<file path="config.mk">
export PLATFORM = sky130hd
export DESIGN_NAME = dmareg_top
export DESIGN_NICKNAME = d
export VERILOG_FILES = /design/src/rtl/dmareg_pkg.sv /design/src/rtl/dmareg_addr_dec.sv /design/src/rtl/dmareg_ctrl_bank.sv /design/src/rtl/dmareg_irq_bank.sv /design/src/rtl/dmareg_irq_master.sv /design/src/rtl/dmareg_top.sv
export SDC_FILE = /design/constraint.sdc
export NUM_CORES = 1
export LEC_CHECK = 0
export ABC_AREA = 1
export BUFFER_PORTS_ARGS = -buffer_cell sky130_fd_sc_hd__buf_2
export CORE_MARGIN = 3
export CORE_UTILIZATION = 54
export CTS_BUF_LIST = sky130_fd_sc_hd__clkbuf_16
export CTS_CLUSTER_DIAMETER = 50
export DETAILED_ROUTE_END_ITERATION = 16
export PLACE_DENSITY = 0.91
export SLEW_MARGIN = 20
export SYNTH_ARGS = -nofsm -noshare
export SYNTH_HDL_FRONTEND = slang
export SYNTH_SLANG_ARGS = --single-unit
</file>
<file path="constraint.sdc">
create_clock -name clk -period 4.65 [get_ports clk]
set_clock_uncertainty 0.2 [all_clocks]
set_input_delay 1.395 -clock clk [delete_from_list [all_inputs] [get_ports clk]]
set_output_delay 1.395 -clock clk [all_outputs]
set_load 0.02 [all_outputs]
</file>
<file path="src/rtl/dmareg_pkg.sv">
`timescale 1ns/1ps
package dmareg_pkg;
   // Bit positions within the interrupt word; channel software decodes these.
   localparam int FORCE_BIT  = 15;
   localparam int EN_LSB     = 16;
   localparam int GEN_BIT    = 23;
   localparam int FLAG_LSB   = 24;
   localparam int MASTER_BIT = 31;
   localparam int WORD_W     = 32;

   typedef enum logic [1:0] {
      SEL_NONE = 2'd0,
      SEL_CTRL = 2'd1,
      SEL_IRQ  = 2'd2
   } regsel_e;
endpackage

</file>
<file path="src/rtl/dmareg_addr_dec.sv">
`timescale 1ns/1ps
module dmareg_addr_dec
   import dmareg_pkg::*;
#(
   parameter int ADDR_W = 8,
   parameter logic [ADDR_W-1:0] CTRL_OFS = 'hF0,
   parameter logic [ADDR_W-1:0] IRQ_OFS  = 'hF4
) (
   input  logic [ADDR_W-1:0] addr,
   output regsel_e           sel
);
   if (CTRL_OFS == IRQ_OFS) begin : g_bad_ofs
      $error("dmareg_addr_dec: the two offsets must differ");
   end

   always_comb begin
      if (addr == CTRL_OFS)     sel = SEL_CTRL;
      else if (addr == IRQ_OFS) sel = SEL_IRQ;
      else                      sel = SEL_NONE;
   end
endmodule

</file>
<file path="src/rtl/dmareg_ctrl_bank.sv">
`timescale 1ns/1ps
module dmareg_ctrl_bank
   import dmareg_pkg::*;
#(
   parameter int NUM_CH = 7,
   parameter int PRIO_W = 3
) (
   input  logic                          clk,
   input  logic                          rst_n,
   input  logic                          wr_en,
   input  logic [WORD_W-1:0]             wdata,
   output logic [WORD_W-1:0]             rd_word
);
   localparam int GRP_W  = PRIO_W + 1;
   localparam int USED_W = NUM_CH * GRP_W;

   if (USED_W > WORD_W) begin : g_bad_width
      $error("dmareg_ctrl_bank: channel groups exceed the word");
   end
   if (NUM_CH >= (1 << PRIO_W)) begin : g_bad_prio
      $error("dmareg_ctrl_bank: reset priority n+1 does not fit PRIO_W");
   end

   logic [NUM_CH-1:0][PRIO_W-1:0] prio_q;
   logic [NUM_CH-1:0]             run_q;
   logic                          unused_wdata;

   assign unused_wdata = ^wdata;

   always_ff @(posedge clk or negedge rst_n) begin
      if (!rst_n) begin
         for (int n = 0; n < NUM_CH; n++) begin
            prio_q[n] <= PRIO_W'(n + 1);
            run_q[n]  <= 1'b0;
         end
      end else if (wr_en) begin
         for (int n = 0; n < NUM_CH; n++) begin
            prio_q[n] <= wdata[n*GRP_W +: PRIO_W];
            run_q[n]  <= wdata[n*GRP_W + PRIO_W];
         end
      end
   end

   for (genvar n = 0; n < NUM_CH; n++) begin : g_grp
      assign rd_word[n*GRP_W +: GRP_W] = {run_q[n], prio_q[n]};
   end
   if (USED_W < WORD_W) begin : g_pad
      assign rd_word[WORD_W-1:USED_W] = '0;
   end

   // stored group follows the written group one cycle later
   a_r2_group_store: assert property (@(posedge clk) disable iff (!rst_n)
      wr_en |=> rd_word[USED_W-1:0] == $past(wdata[USED_W-1:0]));
endmodule

</file>
<file path="src/rtl/dmareg_irq_bank.sv">
`timescale 1ns/1ps
module dmareg_irq_bank
   import dmareg_pkg::*;
#(
   parameter int NUM_CH  = 7,
   parameter int SPARE_W = 6
) (
   input  logic                clk,
   input  logic                rst_n,
   input  logic                wr_en,
   input  logic [WORD_W-1:0]   wdata,
   input  logic [NUM_CH-1:0]   done,
   output logic [SPARE_W-1:0]  spare_q,
   output logic                force_q,
   output logic [NUM_CH-1:0]   en_q,
   output logic                gen_q,
   output logic [NUM_CH-1:0]   flags_q,
   output logic                force_d,
   output logic [NUM_CH-1:0]   en_d,
   output logic                gen_d,
   output logic [NUM_CH-1:0]   flags_d
);
   if (NUM_CH > MASTER_BIT - FLAG_LSB) begin : g_bad_ch
      $error("dmareg_irq_bank: flag field overlaps the master bit");
   end
   if (NUM_CH > GEN_BIT - EN_LSB) begin : g_bad_en
      $error("dmareg_irq_bank: enable field overlaps the global enable");
   end
   if (SPARE_W > FORCE_BIT) begin : g_bad_spare
      $error("dmareg_irq_bank: spare field overlaps the force bit");
   end

   logic [SPARE_W-1:0] spare_d;
   logic [NUM_CH-1:0]  clr_mask;
   logic               unused_wdata;

   assign unused_wdata = ^wdata;
   assign clr_mask     = wr_en ? wdata[FLAG_LSB +: NUM_CH] : '0;

   always_comb begin
      spare_d = spare_q;
      force_d = force_q;
      en_d    = en_q;
      gen_d   = gen_q;
      if (wr_en) begin
         spare_d = wdata[SPARE_W-1:0];
         force_d = wdata[FORCE_BIT];
         en_d    = wdata[EN_LSB +: NUM_CH];
         gen_d   = wdata[GEN_BIT];
      end
      // set from a completion pulse wins over an acknowledge in the same cycle
      flags_d = (flags_q & ~clr_mask) | done;
   end

   always_ff @(posedge clk or negedge rst_n) begin
      if (!rst_n) begin
         spare_q <= '0;
         force_q <= 1'b0;
         en_q    <= '0;
         gen_q   <= 1'b0;
         flags_q <= '0;
      end else begin
         spare_q <= spare_d;
         force_q <= force_d;
         en_q    <= en_d;
         gen_q   <= gen_d;
         flags_q <= flags_d;
      end
   end

   // every pulsed channel reads as set on the next cycle
   a_r4_pulse_sets: assert property (@(posedge clk) disable iff (!rst_n)
      (|done) |=> ((flags_q & $past(done)) == $past(done)));
   // a flag that was not acknowledged keeps its value
   a_r5_zero_keeps: assert property (@(posedge clk) disable iff (!rst_n)
      1'b1 |=> ((($past(flags_q) & ~$past(clr_mask)) & ~flags_q) == '0));
   // flags only rise through a completion pulse
   a_r5_no_spurious_set: assert property (@(posedge clk) disable iff (!rst_n)
      1'b1 |=> (((flags_q & ~$past(flags_q)) & ~$past(done)) == '0));
endmodule

</file>
<file path="src/rtl/dmareg_irq_master.sv">
`timescale 1ns/1ps
module dmareg_irq_master #(
   parameter int NUM_CH = 7
) (
   input  logic              clk,
   input  logic              rst_n,
   input  logic              update,
   input  logic              force_d,
   input  logic              gen_d,
   input  logic [NUM_CH-1:0] flags_d,
   input  logic [NUM_CH-1:0] en_d,
   output logic              irq_q,
   output logic              event_q
);
   logic master_d;

   assign master_d = update ? (force_d | (gen_d & (|(flags_d & en_d)))) : irq_q;

   always_ff @(posedge clk or negedge rst_n) begin
      if (!rst_n) begin
         irq_q   <= 1'b0;
         event_q <= 1'b0;
      end else begin
         irq_q   <= master_d;
         event_q <= master_d & ~irq_q;
      end
   end

   // without an update the master flag holds
   a_r7_hold: assert property (@(posedge clk) disable iff (!rst_n)
      !update |=> $stable(irq_q));
   // the event marks every rise and only a rise
   a_r8_event_on_rise: assert property (@(posedge clk) disable iff (!rst_n)
      $rose(irq_q) |-> event_q);
   a_r8_event_needs_rise: assert property (@(posedge clk) disable iff (!rst_n)
      event_q |-> (irq_q && !$past(irq_q)));
   a_r8_event_single: assert property (@(posedge clk) disable iff (!rst_n)
      event_q |=> !event_q);
endmodule

</file>
<file path="src/rtl/dmareg_top.sv">
`timescale 1ns/1ps
module dmareg_top
   import dmareg_pkg::*;
#(
   parameter int NUM_CH  = 7,
   parameter int PRIO_W  = 3,
   parameter int SPARE_W = 6,
   parameter int ADDR_W  = 8,
   parameter logic [ADDR_W-1:0] CTRL_OFS = 'hF0,
   parameter logic [ADDR_W-1:0] IRQ_OFS  = 'hF4
) (
   input  logic              clk,
   input  logic              rst_n,
   input  logic              reg_wr,
   input  logic [ADDR_W-1:0] reg_addr,
   input  logic [31:0]       reg_wdata,
   output logic [31:0]       reg_rdata,
   input  logic [NUM_CH-1:0] done_pulse,
   output logic              irq_out,
   output logic              irq_event
);
   regsel_e            sel;
   logic               ctrl_wr;
   logic               irq_wr;
   logic [WORD_W-1:0]  ctrl_word;
   logic [WORD_W-1:0]  irq_word;
   logic [SPARE_W-1:0] spare_q;
   logic               force_q, gen_q, force_d, gen_d;
   logic [NUM_CH-1:0]  en_q, flags_q, en_d, flags_d;

   dmareg_addr_dec #(.ADDR_W(ADDR_W), .CTRL_OFS(CTRL_OFS), .IRQ_OFS(IRQ_OFS)) u_dec (
      .addr (reg_addr),
      .sel  (sel)
   );

   assign ctrl_wr = reg_wr && (sel == SEL_CTRL);
   assign irq_wr  = reg_wr && (sel == SEL_IRQ);

   dmareg_ctrl_bank #(.NUM_CH(NUM_CH), .PRIO_W(PRIO_W)) u_ctrl (
      .clk     (clk),
      .rst_n   (rst_n),
      .wr_en   (ctrl_wr),
      .wdata   (reg_wdata),
      .rd_word (ctrl_word)
   );

   dmareg_irq_bank #(.NUM_CH(NUM_CH), .SPARE_W(SPARE_W)) u_irq (
      .clk     (clk),
      .rst_n   (rst_n),
      .wr_en   (irq_wr),
      .wdata   (reg_wdata),
      .done    (done_pulse),
      .spare_q (spare_q),
      .force_q (force_q),
      .en_q    (en_q),
      .gen_q   (gen_q),
      .flags_q (flags_q),
      .force_d (force_d),
      .en_d    (en_d),
      .gen_d   (gen_d),
      .flags_d (flags_d)
   );

   dmareg_irq_master #(.NUM_CH(NUM_CH)) u_master (
      .clk     (clk),
      .rst_n   (rst_n),
      .update  (irq_wr | (|done_pulse)),
      .force_d (force_d),
      .gen_d   (gen_d),
      .flags_d (flags_d),
      .en_d    (en_d),
      .irq_q   (irq_out),
      .event_q (irq_event)
   );

   always_comb begin
      irq_word                        = '0;
      irq_word[SPARE_W-1:0]           = spare_q;
      irq_word[EN_LSB +: NUM_CH]      = en_q;
      irq_word[GEN_BIT]               = gen_q;
      irq_word[FLAG_LSB +: NUM_CH]    = flags_q;
      irq_word[MASTER_BIT]            = irq_out;
   end

   always_comb begin
      unique case (sel)
         SEL_CTRL: reg_rdata = ctrl_word;
         SEL_IRQ:  reg_rdata = irq_word;
         default:  reg_rdata = '0;
      endcase
   end

   // the registered master agrees with the stored fields
   a_r7_master_formula: assert property (@(posedge clk) disable iff (!rst_n)
      irq_out == (force_q | (gen_q & (|(flags_q & en_q)))));
   // top nibble of the control word is always zero
   a_r2_ctrl_upper_zero: assert property (@(posedge clk) disable iff (!rst_n)
      (sel == SEL_CTRL) |-> (reg_rdata[31:28] == 4'h0));
   // force bit never reads back
   a_r3_force_hidden: assert property (@(posedge clk) disable iff (!rst_n)
      (sel == SEL_IRQ) |-> !reg_rdata[FORCE_BIT]);
   // unmapped offsets read zero
   a_r9_unmapped_zero: assert property (@(posedge clk) disable iff (!rst_n)
      (sel == SEL_NONE) |-> (reg_rdata == '0));
endmodule

</file>
==> flow_summary.json <==
{
  "power_mw": 0.9237,
  "core_area_mm2": 0.004202,
  "dp_hpwl_um": 4094,
  "htreeDepth": 2,
  "detail_route.iter0.violations": 140,
  "vias_per_cell": 5.328,
  "port_buffers": 82,
  "status": "finished clean",
  "ctsHoldBuffers": 0,
  "antenna_left": 0,
  "die_x_um": 73.49,
  "drc": 0,
  "maxCapViolCount": 0,
  "syn_nets": 328,
  "area_growth_pct": 23.35,
  "dieArea_mm2": 0.005401,
  "ys_seq_elements": 52,
  "final-instance-count-excl-fill": 408,
  "rows": 23,
  "drtPass1Iterations": 4,
  "ys_seq_area_frac": 0.5351,
  "cp_slowest_cell": "nor2_4",
  "path_cells": "buf_2, inv_1, nand2_2, nor2_4, nand2_1, o21ai_0, buf_2",
  "mostFrequentLayoutCells": "buf_2 (81), nand2_1 (64), inv_1 (43)",
  "cp-start-kind": "input pin",
  "crit_type": "in2out",
  "grt_max_degree": 53,
  "dp_cells": 400,
  "timing.fmax_mhz": 236.8,
  "clk_pin_slew_ns": 0.07,
  "p_leak_nw": 1.720,
  "yosys_warnings": 0,
  "fillers": 310,
  "grt_pass1_vias": 2047,
  "diodes": 0,
  "slew_viol_final": 0,
  "final_area_mm2": 0.003034,
  "syn_area_per_cell_um2": 8.848,
  "finalSetupViolations": 0,
  "place_area_mm2": 0.002889,
  "endpoint_kind": "output port",
  "yosys.cell_types.count": 25,
  "antenna_found_initial": 0,
  "mostFrequentLayoutCell": "buf_2",
  "required_ns": 3.05,
  "clock-sinks": 52,
  "synth_area_leader_cell": "dfrtp_1",
  "start_util": 0.5855,
  "synthCells": 278,
  "synth_top_cell_area_share": 0.4069,
  "worst_pin_slew_ns": 0.6339,
  "post-place-ws_ns": 0.4259,
  "die_y_um": 73.49,
  "drt-total-wl_um": 5755,
  "holdWs_ns": 0.2701,
  "drive_above_1_share": 0.3464,
  "max-vdd-ir-drop_mv": 0.2463,
  "clock_tree.buffer_depth": 2,
  "fin_util": 0.7222,
  "routedWlPerCell_um": 14.11,
  "gp_congestion": 0.7910,
  "num_vias": 2174,
  "cts_tree": "built",
  "nets": 407,
  "ctsResizeCount": 0,
  "grt_usage": 0.2269,
  "cts_root_buf": "clkbuf_16",
  "p_per_area_mw_per_mm2": 304.4,
  "finalCriticalPeriod_ns": 4.223,
  "slowest_delay_ns": 0.30,
  "cts_setup_buffers": 0,
  "worst_slack_ns": 0.4267,
  "grt_pass1_wl_um": 9508,
  "finalCritPeriodShare": 0.9082,
  "finalHoldViolCount": 0,
  "cpMostUsedCell": "buf_2",
  "clk_latency_ns": 0.29,
  "rsz0062_at_grt": "no",
  "io_pins": 84,
  "cp_max_fo": 13,
  "cp_top_family": "simple AND/OR/NAND/NOR gates",
  "max-slew-margin-rel": 0.5774,
  "worst-path-buf-inv": 3,
  "numCtsBuffers": 5,
  "syn_area_mm2": 0.002460,
  "overflow": 0,
  "r2r_slack_ns": 3.23,
  "hold_path_class": "reg2reg",
  "synth_area_leaders": "dfrtp_1 (41%), dfstp_2 (13%), nand2_1 (9.8%)",
  "fin_setup_tns_ns": 0,
  "worstPathArrival_ns": 2.63
}
[area by class of cell]
| class | count | area (um^2) | area share |
|---|---|---|---|
| Clock inverter | 3 | 17.52 | 0.005773 |
| Multi-Input combinational cell | 168 | 904.6 | 0.2981 |
| Clock buffer | 5 | 125.1 | 0.04124 |
| Timing Repair Buffer | 86 | 442.9 | 0.1460 |
| Sequential cell | 52 | 1316 | 0.4338 |
| Inverter | 44 | 165.2 | 0.05443 |
| Tap cell | 50 | 62.56 | 0.02062 |
[Yosys cell counts]
cell type,count
buf_2,5
dfrtp_1,40
nor4_1,1
nand3_1,1
o21ai_1,4
nor2_1,26
nand3_4,1
o21ai_0,21
nor2_2,1
buf_4,2
inv_2,1
dfstp_2,12
nor3_1,2
buf_6,1
mux2_2,8
buf_1,1
nor2_4,2
nand4_1,7
o21ai_2,5
nand2_1,64
a32o_1,14
a21oi_1,10
inv_1,43
nand2_2,1
clkbuf_1,5
[registers in the layout (all words and copies together) (netlist names)]
| signal | cells |
|---|---|
| u_master.irq_q | 1 |
| u_ctrl.run_q | 7 |
| u_irq.gen_q | 1 |
| u_irq.flags_q | 7 |
| u_irq.force_q | 1 |
| u_irq.en_q | 7 |
| u_master.event_q | 1 |
| u_irq.spare_q | 6 |
| u_ctrl.rd_word | 21 |
[worst paths after layout]
check,start,endpoint,cells after the start
max in group asynchronous,rst_n,u_irq.en_q[5],1
min in group asynchronous,rst_n,u_irq.spare_q[1],1
worst max-delay path,reg_addr[3],reg_rdata[0],7
worst max register to register,u_irq.en_q[5],u_master.irq_q,10
worst min-delay path,u_master.irq_q,u_master.event_q,1
worst min register to register,u_master.irq_q,u_master.event_q,1
[cell families after synthesis]
logic type / count (synthesis) / share of synthesized area
AOI/OAI and AO/OA: 54 / 0.1460
DFF: 52 / 0.5351
muxes: 8 / 0.03662
and+or+nand+nor: 106 / 0.1851
buffers and inverters: 58 / 0.09714
[report_power, final]
part / internal (mW) / total, mW / switching [mW]
clock: 0.199 / 0.359 / 0.160
combinational: 0.0318 / 0.0790 / 0.0472
sequential: 0.476 / 0.486 / 0.00936
[layer usage]
layer / share of wire / wire, um / vias up / track usage
li1: - / - / 1056 / -
met1: 0.44 / 2529 / 1009 / 0.3065
met2: 0.47 / 2731 / 105 / 0.3661
met3: 0.080 / 460 / 4 / 0.06019
met4: 0.0059 / 34 / 0 / 0.05433
met5: 0 / 0 / - / 0
Power figures use the tool's default switching activity.
